--- config.mk ---
export PLATFORM = sky130hd
export DESIGN_NAME = gf128_hash_mul
export DESIGN_NICKNAME = d
export VERILOG_FILES = /design/src/rtl/gfm_pkg.sv /design/src/rtl/gfm_clmul_iter.sv /design/src/rtl/gfm_reduce.sv /design/src/rtl/gf128_hash_mul.sv
export SDC_FILE = /design/constraint.sdc
export NUM_CORES = 2
export LEC_CHECK = 0
export CAP_MARGIN = 10
export CORE_MARGIN = 10
export CORE_UTILIZATION = 45
export DETAILED_ROUTE_END_ITERATION = 7
export PLACE_DENSITY_LB_ADDON = 0.1
export SLEW_MARGIN = 20
export SYNTH_ARGS = -nofsm -noshare
export SYNTH_HDL_FRONTEND = slang
export SYNTH_SLANG_ARGS = --single-unit
--- constraint.sdc ---
create_clock -name clk -period 5.4 [get_ports clk]
set_clock_uncertainty 0.2 [all_clocks]
set_input_delay 1.08 -clock clk [delete_from_list [all_inputs] [get_ports clk]]
set_output_delay 1.08 -clock clk [all_outputs]
set_load 0.005 [all_outputs]
--- src/rtl/gfm_pkg.sv ---
// Shared definitions for the GHASH field multiplier.
// Assumes 128-bit blocks exchanged in memory byte order.
package gfm_pkg;

    localparam int BLK_W  = 128;
    localparam int HALF_W = BLK_W / 2;
    localparam int NBYTES = BLK_W / 8;

    typedef enum logic [1:0] {
        ST_IDLE = 2'd0,
        ST_MUL  = 2'd1,
        ST_RED  = 2'd2
    } gfm_state_t;

    // Reverse the byte order of a block (memory order <-> big-endian integer).
    function automatic logic [BLK_W-1:0] flip_bytes(input logic [BLK_W-1:0] v);
        logic [BLK_W-1:0] r;
        for (int i = 0; i < NBYTES; i++) begin
            r[8*i +: 8] = v[8*(NBYTES-1-i) +: 8];
        end
        return r;
    endfunction

endpackage

--- src/rtl/gfm_clmul_iter.sv ---
// Iterative carry-less multiplier: OP_W x OP_W -> 2*OP_W bits.
// Consumes STEP_W bits of operand b per clock, most significant chunk first.
// The start edge performs the first step. 'done' pulses in the cycle after the
// last step, and 'prod' holds until the next start.
// Assumes OP_W is a multiple of STEP_W and start is raised only when not busy.
module gfm_clmul_iter #(
    parameter int OP_W   = 64,
    parameter int STEP_W = 8
) (
    input  logic                clk,
    input  logic                rst_n,
    input  logic                start,
    input  logic [OP_W-1:0]     a,
    input  logic [OP_W-1:0]     b,
    output logic                done,
    output logic [2*OP_W-1:0]   prod
);
    localparam int PW    = 2 * OP_W;
    localparam int NSTEP = OP_W / STEP_W;
    localparam int CW    = (NSTEP > 1) ? $clog2(NSTEP) : 1;

    logic [OP_W-1:0]   a_q, b_q;
    logic [PW-1:0]     acc_q;
    logic [CW-1:0]     cnt_q;
    logic              busy_q, done_q;

    logic [OP_W-1:0]   src_a;
    logic [STEP_W-1:0] chunk;
    logic [PW-1:0]     base;
    logic [PW-1:0]     terms [STEP_W];
    logic [PW-1:0]     part;

    // Pick the operand source: fresh inputs on start, held registers otherwise.
    always_comb begin
        src_a = start ? a : a_q;
        chunk = start ? b[OP_W-1 -: STEP_W] : b_q[OP_W-1 -: STEP_W];
        base  = start ? '0 : acc_q;
    end

    // One shifted copy of a for every bit of the current chunk.
    for (genvar j = 0; j < STEP_W; j++) begin : g_term
        assign terms[j] = chunk[j] ? (PW'(src_a) << j) : '0;
    end

    // XOR-fold the shifted copies into one chunk product.
    always_comb begin
        part = '0;
        for (int j = 0; j < STEP_W; j++) begin
            part = part ^ terms[j];
        end
    end

    // Horner-style accumulate: shift by one chunk and add the new chunk product.
    always_ff @(posedge clk) begin
        if (!rst_n) begin
            a_q    <= '0;
            b_q    <= '0;
            acc_q  <= '0;
            cnt_q  <= '0;
            busy_q <= 1'b0;
            done_q <= 1'b0;
        end else begin
            done_q <= 1'b0;
            if (start) begin
                a_q    <= a;
                b_q    <= b << STEP_W;
                acc_q  <= (base << STEP_W) ^ part;
                cnt_q  <= CW'(1);
                busy_q <= (NSTEP > 1);
                done_q <= (NSTEP == 1);
            end else if (busy_q) begin
                b_q   <= b_q << STEP_W;
                acc_q <= (base << STEP_W) ^ part;
                cnt_q <= cnt_q + CW'(1);
                if (cnt_q == CW'(NSTEP - 1)) begin
                    busy_q <= 1'b0;
                    done_q <= 1'b1;
                end
            end
        end
    end

    assign done = done_q;
    assign prod = acc_q;
endmodule

--- src/rtl/gfm_reduce.sv ---
// Combinational assembly, reflection shift and two-pass reduction.
// Inputs are the low-by-low product, the XOR of both cross products and the
// high-by-high product of two big-endian 128-bit operands. Output is the
// reduced field product, still in big-endian integer form.
module gfm_reduce
    import gfm_pkg::*;
(
    input  logic [BLK_W-1:0] p_ll,
    input  logic [BLK_W-1:0] p_mid,
    input  logic [BLK_W-1:0] p_hh,
    output logic [BLK_W-1:0] result
);
    localparam int LANE_W = 32;
    localparam int NLANE  = BLK_W / LANE_W;

    logic [BLK_W-1:0] lo, hi, lo_s, hi_s, t_fold, lo_p1, keep, u_fold, lo_p2;

    // Build the 256-bit product and shift it one bit left across both words.
    always_comb begin
        lo   = p_ll ^ (p_mid << HALF_W);
        hi   = p_hh ^ (p_mid >> HALF_W);
        lo_s = lo << 1;
        hi_s = {hi[BLK_W-2:0], lo[BLK_W-1]};
    end

    // First pass: per-lane left shifts of the low word.
    for (genvar g = 0; g < NLANE; g++) begin : g_pass1
        assign t_fold[LANE_W*g +: LANE_W] = (lo_s[LANE_W*g +: LANE_W] << 31)
                                          ^ (lo_s[LANE_W*g +: LANE_W] << 30)
                                          ^ (lo_s[LANE_W*g +: LANE_W] << 25);
    end

    // Fold the top lane of the first pass in and keep the rest for later.
    always_comb begin
        lo_p1 = lo_s ^ (t_fold << (3 * LANE_W));
        keep  = t_fold >> LANE_W;
    end

    // Second pass: per-lane right shifts of the updated low word.
    for (genvar g = 0; g < NLANE; g++) begin : g_pass2
        assign u_fold[LANE_W*g +: LANE_W] = (lo_p1[LANE_W*g +: LANE_W] >> 1)
                                          ^ (lo_p1[LANE_W*g +: LANE_W] >> 2)
                                          ^ (lo_p1[LANE_W*g +: LANE_W] >> 7);
    end

    // Merge the second pass and add the reduced low word into the high word.
    always_comb begin
        lo_p2  = lo_p1 ^ u_fold ^ keep;
        result = hi_s ^ lo_p2;
    end
endmodule

--- src/rtl/gf128_hash_mul.sv ---
// GHASH multiplier top: handshake, operand byte reversal, sequencing of four
// partial products through one iterative carry-less multiplier, reduction and
// output byte reversal. Assumes the caller holds in_a/in_b valid with in_valid.
module gf128_hash_mul
    import gfm_pkg::*;
#(
    parameter int STEP_W = 8
) (
    input  logic              clk,
    input  logic              rst_n,
    input  logic              in_valid,
    output logic              in_ready,
    input  logic [BLK_W-1:0]  in_a,
    input  logic [BLK_W-1:0]  in_b,
    output logic              out_valid,
    output logic [BLK_W-1:0]  out_data
);
    gfm_state_t        st_q;
    logic [1:0]        idx_q, nxt_idx;
    logic [BLK_W-1:0]  a_q, b_q, ll_q, mid_q, hh_q, res_q;
    logic              vld_q;

    logic [BLK_W-1:0]  a_sw, b_sw, src_a, src_b, red_out;
    logic [HALF_W-1:0] op_x, op_y;
    logic              accept, mul_start, mul_done;
    logic [BLK_W-1:0]  mul_prod;

    // Handshake and next-product decision.
    always_comb begin
        a_sw      = flip_bytes(in_a);
        b_sw      = flip_bytes(in_b);
        accept    = in_valid && (st_q == ST_IDLE);
        mul_start = accept || ((st_q == ST_MUL) && mul_done && (idx_q != 2'd3));
        nxt_idx   = accept ? 2'd0 : idx_q + 2'd1;
        src_a     = accept ? a_sw : a_q;
        src_b     = accept ? b_sw : b_q;
    end

    // Select the halves for the next partial product.
    always_comb begin
        unique case (nxt_idx)
            2'd0:    begin op_x = src_a[HALF_W-1:0];     op_y = src_b[HALF_W-1:0];     end
            2'd1:    begin op_x = src_a[HALF_W-1:0];     op_y = src_b[BLK_W-1:HALF_W]; end
            2'd2:    begin op_x = src_a[BLK_W-1:HALF_W]; op_y = src_b[HALF_W-1:0];     end
            default: begin op_x = src_a[BLK_W-1:HALF_W]; op_y = src_b[BLK_W-1:HALF_W]; end
        endcase
    end

    gfm_clmul_iter #(.OP_W(HALF_W), .STEP_W(STEP_W)) u_clmul (
        .clk   (clk),
        .rst_n (rst_n),
        .start (mul_start),
        .a     (op_x),
        .b     (op_y),
        .done  (mul_done),
        .prod  (mul_prod)
    );

    gfm_reduce u_reduce (
        .p_ll   (ll_q),
        .p_mid  (mid_q),
        .p_hh   (hh_q),
        .result (red_out)
    );

    // Sequencer: capture operands, collect partial products, emit the result.
    always_ff @(posedge clk) begin
        if (!rst_n) begin
            st_q  <= ST_IDLE;
            idx_q <= 2'd0;
            a_q   <= '0;
            b_q   <= '0;
            ll_q  <= '0;
            mid_q <= '0;
            hh_q  <= '0;
            res_q <= '0;
            vld_q <= 1'b0;
        end else begin
            vld_q <= 1'b0;
            unique case (st_q)
                ST_IDLE: begin
                    if (accept) begin
                        a_q   <= a_sw;
                        b_q   <= b_sw;
                        idx_q <= 2'd0;
                        st_q  <= ST_MUL;
                    end
                end
                ST_MUL: begin
                    if (mul_done) begin
                        unique case (idx_q)
                            2'd0:    ll_q  <= mul_prod;
                            2'd1:    mid_q <= mul_prod;
                            2'd2:    mid_q <= mid_q ^ mul_prod;
                            default: begin
                                hh_q <= mul_prod;
                                st_q <= ST_RED;
                            end
                        endcase
                        idx_q <= idx_q + 2'd1;
                    end
                end
                default: begin
                    res_q <= flip_bytes(red_out);
                    vld_q <= 1'b1;
                    st_q  <= ST_IDLE;
                end
            endcase
        end
    end

    assign in_ready  = (st_q == ST_IDLE);
    assign out_valid = vld_q;
    assign out_data  = res_q;
endmodule

==> metrics <==
largest family of logic cells by synthesized area=simple AND/OR/NAND/NOR gates; number of port buffers=388; largest net degree at the start of global routing=191; critical path arrival=roughly 4700 ps; Via density=~5.3; Worst Hold Depth=2; Leak=21.82 nW; CTS tree=yes; worst-path fanout max=24; post-layout minimum cycle time=4286 ps; cells on worst reg2reg path=11; synth unique cells=39; initial antenna violation count=2; Clock Tree Root=clkbuf_16; Num CTS Buffers=113; WP data required=5780 ps; Total GRT Usage=24.41%; vias in the first global route=42440; worst reg2reg path endpoint=u_clmul.prod[55]; # DRC=0; hpwl dp=111.6 mm; #FFs+latches synth=1025; GR Overflow Total=0; Iter 0 DRT Violations=3261; DR pass1 iterations=5; Clk pin slew, worst setup/hold paths=60 ps; worst skew pair latency=about 710 ps; site row count=126; I/O pin count=389; Critical Path End Type=register; Worst setup SP type=register; Synth Area in Adders=less than 1%; Hold Crit Class=reg -> reg; Worst VDD drop=286.2 uV; post-synthesis compound-gate area fraction=10.47%; relative slew slack=25.61%; Worst R2R Setup Slack=1110 ps; most frequent cells in the layout=nand2_1 (1286), dfxtp_1 (1022), nor2_1 (888); CTS H-tree depth=3; setup TNS=0 ps; r2r startpoint=idx_q[0]; RSZ-0062 raised after global routing=no; multiplexer area fraction after synthesis=11.48%; actual slew at the worst max-slew pin=1112 ps; post-DR wirelength/cell=about 20 um; Ant. Diodes=0; PwrDens=292.7 mW/mm2; Final Hold Vio Count=0; max cap viols=0; hold_sp=a_q[2]; post-cts gate resize count=0; most common library cell in the layout ignoring fill and taps=nand2_1; via count=43700; area grow syn2layout=17.12%; outcome=completed; period utilization=about 79%; layout cell share with drive strength beyond 1=7.681%; Gate Count Post-Synth=6433; Die W=364.8 um; Final Hold Slack=249.8 ps; sequential area share after synthesis=38.36%; Routed Wire Length=167.2 mm; Post-Synth Simple-Gate Area=18.11%; clk sinks=1025; Die Ht=364.8 um; number of nets in the layout=6847; post-synthesis cell area=0.05350 mm2; Ys Warns=0; Starting Density=a little under half; clk buf depth=3; syn_nets=6697; Post-Synth XOR/XNOR Area=17.95%; Core Region=0.1181 mm2; GPL Wtd Cong=about 0.83; fillers=11090; first-pass GRT wire length=about 260 mm; Syn Area/Cell=~8.3 um2; number of setup violations in the final report=0; Crit Path Class=reg -> reg; Hold Crit Endpoint=a_q[2]; Post-CTS Setup Bufs=0; Die ar.=0.1331 mm2; Routed Antenna Nets=0; # hold bufs at CTS=0; Max Clock Freq=233.3 MHz; Slew Viols, Final=0
==> logic make-up (layout without fill, tap and decap cells) <==
group / after synthesis / after routing
compound gates: 1026 / 1026
xor+xnor: 911 / 911
fa+ha+maj: 5 / 5
buf+inv: 459 / 705
flops: 1025 / 1025
mux: 567 / 567
simple gates: 2440 / 2440
==> how the worst max path moves through the flow <==
stage	endpoint	slack, ps	cells past startpoint	start
after floorplan	u_clmul.prod[21]	1070	15	idx_q[0]
after global placement	u_clmul.prod[51]	720	12	in_valid
after detailed placement	u_clmul.prod[48]	660	12	in_valid
after CTS	u_clmul.prod[50]	1070	11	idx_q[0]
after global routing	u_clmul.prod[16]	890	11	idx_q[0]
final	u_clmul.prod[55]	1110	11	idx_q[0]
==> worst max-delay path, stage by stage, from the launching register on <==
cell      delay (ps)
dfxtp_4          540
inv_1            150
ha_2             840
buf_4            270
mux2_2           330
mux2_2           320
mux2i_2          550
nor2_1           130
xor2_1           210
xnor3_1          440
nand2_1           70
o211ai_1          80
==> synthesized netlist by cell type <==
master | n | area [um2]
nor3b_1 | 8 | 60.06
nand2b_1 | 2 | 12.51
a211oi_1 | 123 | 923.4
a21oi_1 | 658 | 3293
nor2_1 | 889 | 3337
and2_1 | 2 | 12.51
or2_2 | 1 | 6.260
a22oi_1 | 1 | 7.510
buf_1 | 46 | 172.7
o221ai_1 | 1 | 8.760
mux2_2 | 141 | 1588
nor3_1 | 2 | 10.01
mux2i_4 | 7 | 157.7
mux2_1 | 2 | 22.52
buf_2 | 44 | 220.2
clkbuf_1 | 355 | 1333
a2111o_1 | 1 | 11.26
xor2_1 | 176 | 1541
nand3_1 | 113 | 565.5
dfxtp_1 | 1025 | 20520
nand2_1 | 1292 | 4850
buf_12 | 3 | 60.06
o21ai_0 | 185 | 925.9
and3_1 | 1 | 6.260
ha_1 | 5 | 62.56
buf_8 | 4 | 60.06
xnor3_1 | 118 | 2658
nand3b_1 | 1 | 7.510
xnor2_1 | 617 | 5404
o211ai_1 | 56 | 420.4
inv_2 | 1 | 3.750
mux2i_1 | 364 | 3643
nor2b_1 | 128 | 800.8
a21oi_2 | 1 | 8.760
inv_1 | 3 | 11.26
nor3b_4 | 1 | 18.77
buf_4 | 2 | 15.01
buf_6 | 1 | 11.26
mux2i_2 | 53 | 729.5
==> flip-flops by register name, summed over array words and instances (netlist names) <==
register / flops
u_clmul.a_q: 64
out_data: 128
u_clmul.done: 1
u_clmul.prod: 128
st_q: 2
u_clmul.busy_q: 1
ll_q: 128
b_q: 128
idx_q: 2
u_clmul.b_q: 56
out_valid: 1
mid_q: 128
hh_q: 127
u_clmul.cnt_q: 3
a_q: 128
==> layer usage <==
metal  GRT usage, %  vias up  part of all wire (%)
li1               -    21430                     -
met1          31.87    20870                    44
met2          40.70     1144                    47
met3          3.783      258                   5.5
met4          8.585        4                   3.7
met5              0        -                 0.013
==> cell type report <==
| class | count | area [um2] | area share (%) |
|---|---|---|---|
| Inverter | 4 | 22.52 | 0.03594 |
| Tap cell | 1536 | 1922 | 3.067 |
| Timing Repair Buffer | 490 | 5072 | 8.096 |
| Clock inverter | 51 | 633.1 | 1.010 |
| Clock buffer | 160 | 3286 | 5.244 |
| Sequential cell | 1025 | 20530 | 32.77 |
| Multi-Input combinational cell | 4949 | 31190 | 49.78 |
==> power breakdown <==
group	internal, mW	switching (mW)
sequential	7.80	0.354
clock	4.81	3.31
combinational	0.896	1.16
==> per-stage QoR <==
stage	std cells	utilization, %	setup slack, ps	power, mW	instance area (um2)
after floorplan	6433	-	1067	9.498	53500
after global placement	8004	49.74	715.5	10.34	58740
after detailed placement	8004	49.74	657.5	10.37	58740
after global routing	8215	53.06	890.5	18.99	62660
after CTS	8215	53.06	1068	18.53	62660
final	8215	53.06	1114	18.34	62660
Power figures use the tool's default switching activity.
